**config.mk**
```make
export PLATFORM = sky130hd
export DESIGN_NAME = scan_acq_ctrl
export DESIGN_NICKNAME = d
export VERILOG_FILES = /design/src/rtl/scan_pkg.sv /design/src/rtl/scan_trig.sv /design/src/rtl/scan_cfg_mem.sv /design/src/rtl/scan_count.sv /design/src/rtl/scan_acq_ctrl.sv
export SDC_FILE = /design/constraint.sdc
export NUM_CORES = 1
export LEC_CHECK = 0
export ABC_AREA = 1
export CORE_MARGIN = 5
export CORE_UTILIZATION = 25
export CTS_BUF_LIST = sky130_fd_sc_hd__clkbuf_8
export CTS_CLUSTER_SIZE = 40
export DETAILED_ROUTE_END_ITERATION = 10
export PLACE_DENSITY = 0.39
export SYNTH_ARGS = -nofsm -noshare
export SYNTH_HDL_FRONTEND = slang
export SYNTH_SLANG_ARGS = --single-unit
```
**constraint.sdc**
```tcl
create_clock -name clk -period 2.2 [get_ports clk]
set_clock_uncertainty 0.05 [all_clocks]
set_input_delay 0.22 -clock clk [delete_from_list [all_inputs] [get_ports clk]]
set_output_delay 0.22 -clock clk [all_outputs]
set_load 0.01 [all_outputs]
```
**src/rtl/scan_pkg.sv**
```systemverilog
package scan_pkg;
  localparam int CH_W   = 4;
  localparam int GAIN_W = 3;

  typedef struct packed {
    logic              last;
    logic              bip;
    logic [GAIN_W-1:0] gain;
    logic [CH_W-1:0]   chan;
  } ent_t;

  localparam int ENT_W = $bits(ent_t);
endpackage

```
**src/rtl/scan_trig.sv**
```systemverilog
module scan_trig (
  input  logic clk,
  input  logic rst,
  input  logic start,
  input  logic ext_trig_n,
  input  logic trig_dis,
  output logic evt
);
  logic trig_q;

  always_ff @(posedge clk) begin
    if (rst) trig_q <= 1'b1;
    else     trig_q <= ext_trig_n;
  end

  // falling edge of the external line, gated by the disable bit
  assign evt = start | (~trig_dis & trig_q & ~ext_trig_n);
endmodule

```
**src/rtl/scan_cfg_mem.sv**
```systemverilog
module scan_cfg_mem
  import scan_pkg::*;
#(
  parameter int DEPTH = 16
) (
  input  logic clk,
  input  logic rst,
  input  logic clr,
  input  logic wr,
  input  ent_t wdata,
  input  logic load,
  input  logic adv,
  output ent_t cur
);
  localparam int AW = $clog2(DEPTH);

  ent_t          mem [DEPTH];
  ent_t          cur_q;
  logic [AW-1:0] wr_ptr;
  logic [AW-1:0] rd_ptr;
  logic [AW-1:0] raddr;
  logic          fetch;

  assign fetch = load | adv;
  assign raddr = (adv && cur_q.last) ? '0 : rd_ptr;

  // write port and registered read port, no reset: maps onto block RAM
  always_ff @(posedge clk) begin
    if (wr)    mem[wr_ptr] <= wdata;
    if (fetch) cur_q <= mem[raddr];
  end

  always_ff @(posedge clk) begin
    if (rst || clr) begin
      wr_ptr <= '0;
      rd_ptr <= '0;
    end else begin
      if (wr)    wr_ptr <= wr_ptr + 1'b1;
      if (fetch) rd_ptr <= raddr + 1'b1;
    end
  end

  assign cur = cur_q;
endmodule

```
**src/rtl/scan_count.sv**
```systemverilog
module scan_count #(
  parameter int STG_W = 16,
  parameter int NSTG  = 2
) (
  input  logic                  clk,
  input  logic                  rst,
  input  logic                  load,
  input  logic                  wide,
  input  logic [STG_W*NSTG-1:0] val,
  input  logic                  dec,
  output logic                  last
);
  logic [NSTG:0]   brw;
  logic [NSTG-1:0] nz;
  logic [NSTG-1:0] eq1;
  logic            wide_q;

  always_ff @(posedge clk) begin
    if (rst)       wide_q <= 1'b0;
    else if (load) wide_q <= wide;
  end

  assign brw[0] = 1'b1;

  for (genvar i = 0; i < NSTG; i++) begin : g_stg
    logic [STG_W-1:0] q;
    logic             en;

    if (i == 0) begin : g_lo
      assign en = 1'b1;
    end else begin : g_hi
      assign en = wide_q;
    end

    always_ff @(posedge clk) begin
      if (rst)
        q <= '0;
      else if (load)
        q <= (i == 0 || wide) ? val[i*STG_W +: STG_W] : '0;
      else if (dec && brw[i] && en)
        q <= q - 1'b1;
    end

    assign brw[i+1] = brw[i] & (q == '0);
    assign nz[i]    = |q;
    assign eq1[i]   = (q == STG_W'(1));
  end

  assign last = eq1[0] & ~|nz[NSTG-1:1];
endmodule

```
**src/rtl/scan_acq_ctrl.sv**
```systemverilog
module scan_acq_ctrl
  import scan_pkg::*;
#(
  parameter int DEPTH = 16,
  parameter int STG_W = 16,
  parameter int NSTG  = 2
) (
  input  logic                  clk,
  input  logic                  rst,
  input  logic                  cfg_clr,
  input  logic                  cfg_wr,
  input  logic [ENT_W-1:0]      cfg_wdata,
  input  logic                  cfg_load,
  input  logic                  start,
  input  logic                  ext_trig_n,
  input  logic                  trig_dis,
  input  logic                  retrig_dis,
  input  logic                  pretrig,
  input  logic                  cnt32,
  input  logic [STG_W*NSTG-1:0] samp_count,
  input  logic                  done_ack,
  input  logic                  ovr_clr,
  input  logic                  sample_tick,
  input  logic                  conv_done,
  output logic                  conv_pulse,
  output logic                  scan_clk,
  output logic [CH_W-1:0]       cur_chan,
  output logic [GAIN_W-1:0]     cur_gain,
  output logic                  cur_bip,
  output logic                  busy,
  output logic                  done,
  output logic                  overrun
);
  logic evt, accept, arm2, cd, fin, cnt_last, issue;
  logic running, counting, pend, done_q, ovr_q, conv_q, sclk_q;
  ent_t cur;

  scan_trig u_trig (
    .clk(clk), .rst(rst), .start(start), .ext_trig_n(ext_trig_n),
    .trig_dis(trig_dis), .evt(evt)
  );

  scan_cfg_mem #(.DEPTH(DEPTH)) u_mem (
    .clk(clk), .rst(rst), .clr(cfg_clr), .wr(cfg_wr), .wdata(ent_t'(cfg_wdata)),
    .load(cfg_load), .adv(cd), .cur(cur)
  );

  scan_count #(.STG_W(STG_W), .NSTG(NSTG)) u_cnt (
    .clk(clk), .rst(rst), .load(accept), .wide(cnt32), .val(samp_count),
    .dec(cd & counting), .last(cnt_last)
  );

  assign accept = evt & ~running & ~(retrig_dis & done_q);
  assign arm2   = evt & running & ~counting;
  assign cd     = conv_done & pend;
  assign fin    = cd & counting & cnt_last;
  assign issue  = running & sample_tick & ~pend;

  always_ff @(posedge clk) begin
    if (rst) begin
      running  <= 1'b0;
      counting <= 1'b0;
      pend     <= 1'b0;
      done_q   <= 1'b0;
      ovr_q    <= 1'b0;
      conv_q   <= 1'b0;
      sclk_q   <= 1'b0;
    end else begin
      conv_q <= issue;
      sclk_q <= cd;

      if (done_ack) done_q <= 1'b0;
      if (accept) begin
        running  <= 1'b1;
        counting <= ~pretrig;
        done_q   <= 1'b0;
      end else if (fin) begin
        running  <= 1'b0;
        counting <= 1'b0;
        done_q   <= 1'b1;
      end else if (arm2) begin
        counting <= 1'b1;
      end

      if (issue)   pend <= 1'b1;
      else if (cd) pend <= 1'b0;

      if (ovr_clr) ovr_q <= 1'b0;
      if (running && sample_tick && pend) ovr_q <= 1'b1;
    end
  end

  assign conv_pulse = conv_q;
  assign scan_clk   = sclk_q;
  assign busy       = running;
  assign done       = done_q;
  assign overrun    = ovr_q;
  assign cur_chan   = cur.chan;
  assign cur_gain   = cur.gain;
  assign cur_bip    = cur.bip;
endmodule

```
### Yosys cells after proc, flatten, opt, wreduce, memory -nomap -nowiden

Memories as Yosys holds them, arrays and structs flattened. A register that Yosys moved wholly into a read port is not among the register bits.
Cells that the tools add are included.

* add/sub/neg operators: 4
* eq/ne operators: 1
* muxes and demuxes: 19
* bitwise gates (word level): 22
* reductions and logical operators: 17

Operator list (number)
* $mux 16: 5
* $sub 16x1->16 const B: 2
* $eq 16x1->1 const B: 1
* $logic_not 16->1: 1
* $reduce_or 16->1: 1
* $and 1x1->1: 13
* $mux 1: 13
* $reduce_bool 2->1: 6
* $add 4x1->4 const B: 2
* $not 1->1: 7
* $logic_and 1x1->1: 5
* $mux 4: 1
* $reduce_bool 3->1: 1
* $or 1x1->1: 2
* $reduce_or 2->1: 1
* $logic_not 1->1: 1
* $logic_or 1x1->1: 1

* flip-flop bits (word level): 49
* memory bits (writable): 144
* bits of input ports: 56
* output and inout bits: 13
* word-level logic and storage cells: 77
* memories: 1

Memories
* u_mem.mem: words 16, width 9, rd ports 1, clocked after memory_dff 1, wr ports 1, RTL line scan_cfg_mem.sv:17 `ent_t mem [DEPTH];`

### Depth between registers and ports, before layout

* depth after elaboration: 9
* gate-level depth with buffers: 11

### Hierarchy

From an unflattened synthesis, not the netlist that was laid out.

* cell total of the unflattened synthesis: 1084
* area total of the unflattened synthesis: 9758.1 µm²

Modules (own cells, without submodules)
* scan_cfg_mem: instances 1, cells an instance 652, area each 7121.8 µm², seq. area each 4754.6 µm²
* scan_count: instances 1, cells an instance 386, area each 2289.7 µm², seq. area each 660.6 µm²
* scan_acq_ctrl: instances 1, cells an instance 39, area each 300.3 µm², seq. area each 140.1 µm²
* scan_trig: instances 1, cells an instance 7, area each 46.3 µm², seq. area each 20.0 µm²

### Worst setup path after synthesis

No wires, ideal clock.

* kind: reg-to-reg
* start: register pend
* end: register u_mem.rd_ptr[1]
* arrival: 1.400 ns
* setup slack: 0.633 ns
* cell stages (with the launch flop): 10
* clock period less this slack: 1.567 ns
* path through: dfxtp_1 -> nand2_1 -> inv_2 -> nand2_2 -> nand2_2 -> buf_2 -> inv_1 -> ha_1 -> o21ai_0 -> nor2_1

* longest elaborated chain between the ends: 4

Ends and longest elaborated chain
* start: declaration: RTL line scan_acq_ctrl.sv:35 `logic running, counting, pend, done_q, ovr_q, conv_q, sclk_q;`
* start signal: assignment: RTL line scan_acq_ctrl.sv:63 `pend <= 1'b0;`
* start signal: assignment: RTL line scan_acq_ctrl.sv:85 `if (issue) pend <= 1'b1;`
* start signal: assignment: RTL line scan_acq_ctrl.sv:86 `else if (cd) pend <= 1'b0;`
* $and 1x1->1 *: RTL line scan_acq_ctrl.sv:55 `assign cd = conv_done & pend;`
* $logic_and 1x1->1: RTL line scan_cfg_mem.sv:25 `assign raddr = (adv && cur_q.last) ? '0 : rd_ptr;`
* $mux 4: RTL line scan_cfg_mem.sv:25
* $add 4x1->4: RTL line scan_cfg_mem.sv:39 `if (fetch) rd_ptr <= raddr + 1'b1;`
* end signal: assignment: RTL line scan_cfg_mem.sv:39
* end: declaration: RTL line scan_cfg_mem.sv:20 `logic [AW-1:0] rd_ptr;`

Every way passes the cells marked *; elsewhere a longest branch is shown, timed or not.
A chain may end at the register's enable or synchronous reset.

### Final worst setup path

* start: register pend
* end: register, netlist name u_mem.cur[6]

* longest elaborated chain between the ends: 3

Ends and longest elaborated chain (RTL line)
* $and 1x1->1 *: scan_acq_ctrl.sv:55
* $logic_and 1x1->1: scan_cfg_mem.sv:25
* $mux 4: scan_cfg_mem.sv:25

Marked as above.

==> results.cfg <==
[pwr]
p_int_w = 0.00653
power_leakage_nw = 5.22
seqPwrFrac = 0.474
comb_power_share = 0.140
pwr_density_cell_nw_per_um2 = 751
p_switching_w = 0.00257
ir_drop_uv = 309
clkPwrFrac = 0.386
p_sw_frac = 0.283

[worst_setup_path]
cp_data_required_time_ps = 2490
startpoint = pend
rr_worst_depth = 10
crit_arrival_ps = 2310
start_kind = flip-flop
r2r-start = pend
reg2reg_setup_slack_ps = 190
endpoint_kind = flip-flop
cp_max_fo = 16
crit_type = reg2reg
rr_endpoint = u_mem.cur[6]

[timing]
tightest_slew_ps = 685
max_slew_margin = 0.542
rsz0062_at_grt = no
drv_slew = 0
fin_ws_ps = 185
finalHoldViolations = 0
whs_ps = 162
min_period_ps = 2010
period_share = 0.916
setup_viol = 0
fmax_mhz = 496

[placement]
place_area_um2 = 11400
gp_congestion = 0.803
dp_hpwl_um = 20100
port-buffer-count = 68
post-place-ws_ps = -72.2

[die]
dieWidth_um = 208
start_util = 0.253
core_um2 = 38800
io_pins = 69
fp-row-count = 72
dieArea_um2 = 43400
dieHeight_um = 208

[cells_and_area]
multiInputGateArea_um2 = 3410
utilization = 0.312
fin_nets = 1325
design_area_um2 = 12100
diodes = 0
syn2layout_area_growth_pct = 23.2
seq_area_um2 = 5580
nFillCells = 4140
drive_gt1_frac = 0.109

[synth]
synth.lib_cells_used.distinct = 37
synth_common_cells = 287 x nand2_1, 172 x nor2_1, 153 x edfxtp_1, 149 x nand3_1, 139 x inv_1
ys_top_cells_by_area = edfxtp_1 47%, nand2_1 11%, dfxtp_1 10%
synth_nets = 1207
synth_edf_count = 153
ys_ff_latch = 202
syn_area_per_cell_um2 = 8.61
synth_ff_type = edfxtp_1
yosys_warnings = 0
synth_cells = 1143
seq_area_frac_synth = 0.566
ys_async_sr_fraction = 0
yosys.area.top_type = edfxtp_1
netlist.area_leader.share = 0.467
yosysMostFrequentCell = nand2_1
syn-cell-area_um2 = 9840

[flow_run]
cap_violations = 0

[drt]
drt_pass1_iterations = 4
num_vias = 7683
routed_wl_um = 29400
drc = 0
final_antenna_net_count = 0
wl_per_cell_um = 16.3
via_per_inst = 4.25
drtIter0Drc = 417

[clock_tree]
cts_buffer_depth = 3
clkTransAtPathRegs_ps = 60
cts.sinks = 202
cts.root.buffer_cell = clkbuf_8
cts_tree = built
htree_levels = 2
cts.repair.resized = 0
cts_buffers = 40
clock_latency_ps = 590
cts_hold_buf = 0
cts_setup_buffers = 0

[global_route]
grt-ovfl-total = 0
grt_pass1_wl_um = 45900
antenna_found_initial = 1
grt_pass1_vias = 7760
track_usage = 0.135
grt_max_degree = 41

[worst_hold_path]
whs_path_depth = 3
hp-start = conv_done
whs_endpoint = scan_clk
hold_path_class = in2reg

[run_status]
status = complete, no violations
==> metal layers <==
layer | track usage | routed length [um]
met3 | 0.0280 | 1230
met5 | 0 | 0
met4 | 0.0390 | 564
met1 | 0.187 | 14300
met2 | 0.215 | 13300
==> per-stage QoR <==
stage	setup TNS (ps)	power, W	cells
2_1_floorplan	0	0.00518	1143
3_3_place_gp	-51.8	0.00569	1737
3_5_place_dp	-85.5	0.00568	1737
4_1_cts	0	0.00930	1807
5_1_grt	0	0.00964	1807
6_report	0	0.00910	1807
==> worst max-delay path by stage <==
stage	cells past startpoint	end	slack, ps
global placement	11	u_mem.cur[6]	-50
floorplan	9	u_mem.rd_ptr[1]	630
global route	10	u_mem.cur[6]	30
CTS	10	u_mem.cur[6]	140
detailed placement	11	u_mem.cur[6]	-70
finish	10	u_mem.cur[6]	190
==> cell type report <==
| class | instances | share of cell area |
|---|---|---|
| repair buffers | 127 | 0.0999 |
| well taps | 518 | 0.0535 |
| clock inverters | 30 | 0.0143 |
| flip-flops and latches | 202 | 0.460 |
| clock buffers | 40 | 0.0454 |
| multi-input cells | 743 | 0.281 |
| inverters | 147 | 0.0455 |
==> flip-flops by register name, summed over array words and instances (netlist names), 4 cells and up <==
signal and cells:
u_mem.rd_ptr 4, u_mem.cur 9, u_mem.wr_ptr 4, u_mem.mem 144, u_cnt.g_stg.q 32
==> kinds of logic after synthesis <==
logic type / count (synthesis) / share of synthesized area
AOI/OAI and AO/OA: 50 / 0.0278
and+or+nand+nor: 683 / 0.307
xor gates and xnor gates: 2 / 0.00178
adders and majority gates: 8 / 0.0102
DFF: 202 / 0.566
buffers and inverters: 198 / 0.0871
==> layout by cell type (no fill, tap or decap), types with 7 or more instances in the layout <==
cell	netlist	final
a21oi_1	21	21
buf_12	0	7
buf_4	15	52
clkbuf_8	0	40
clkdlybuf4s50_1	0	68
clkinv_1	2	10
dfxtp_1	49	49
edfxtp_1	153	153
ha_1	8	8
inv_1	139	153
nand2_1	287	287
nand2_2	7	7
nand3_1	149	149
nand3b_1	31	31
nor2_1	172	172
nor3_1	7	7
o21ai_0	13	13
==> power by group through the flow <==
stage          Clock [W]  Sequential, W  Combinational [W]
5_1_grt          0.00386        0.00433            0.00145
3_3_place_gp           0        0.00439            0.00130
6_report         0.00352        0.00431            0.00127
4_1_cts          0.00368        0.00431            0.00130
3_5_place_dp           0        0.00439            0.00129
2_1_floorplan          0        0.00436           0.000817
==> critical path, stage by stage (launching register included) <==
cell     delay, ps
dfxtp_1        420
nand2_1        110
inv_2          100
nand2_2        120
nand2_2        180
buf_4          260
nand2_1         80
nand2_1         70
nand3_1         90
nand3_1        200
nand2_1         80
No activity file was read; power rests on OpenSTA's default activity.
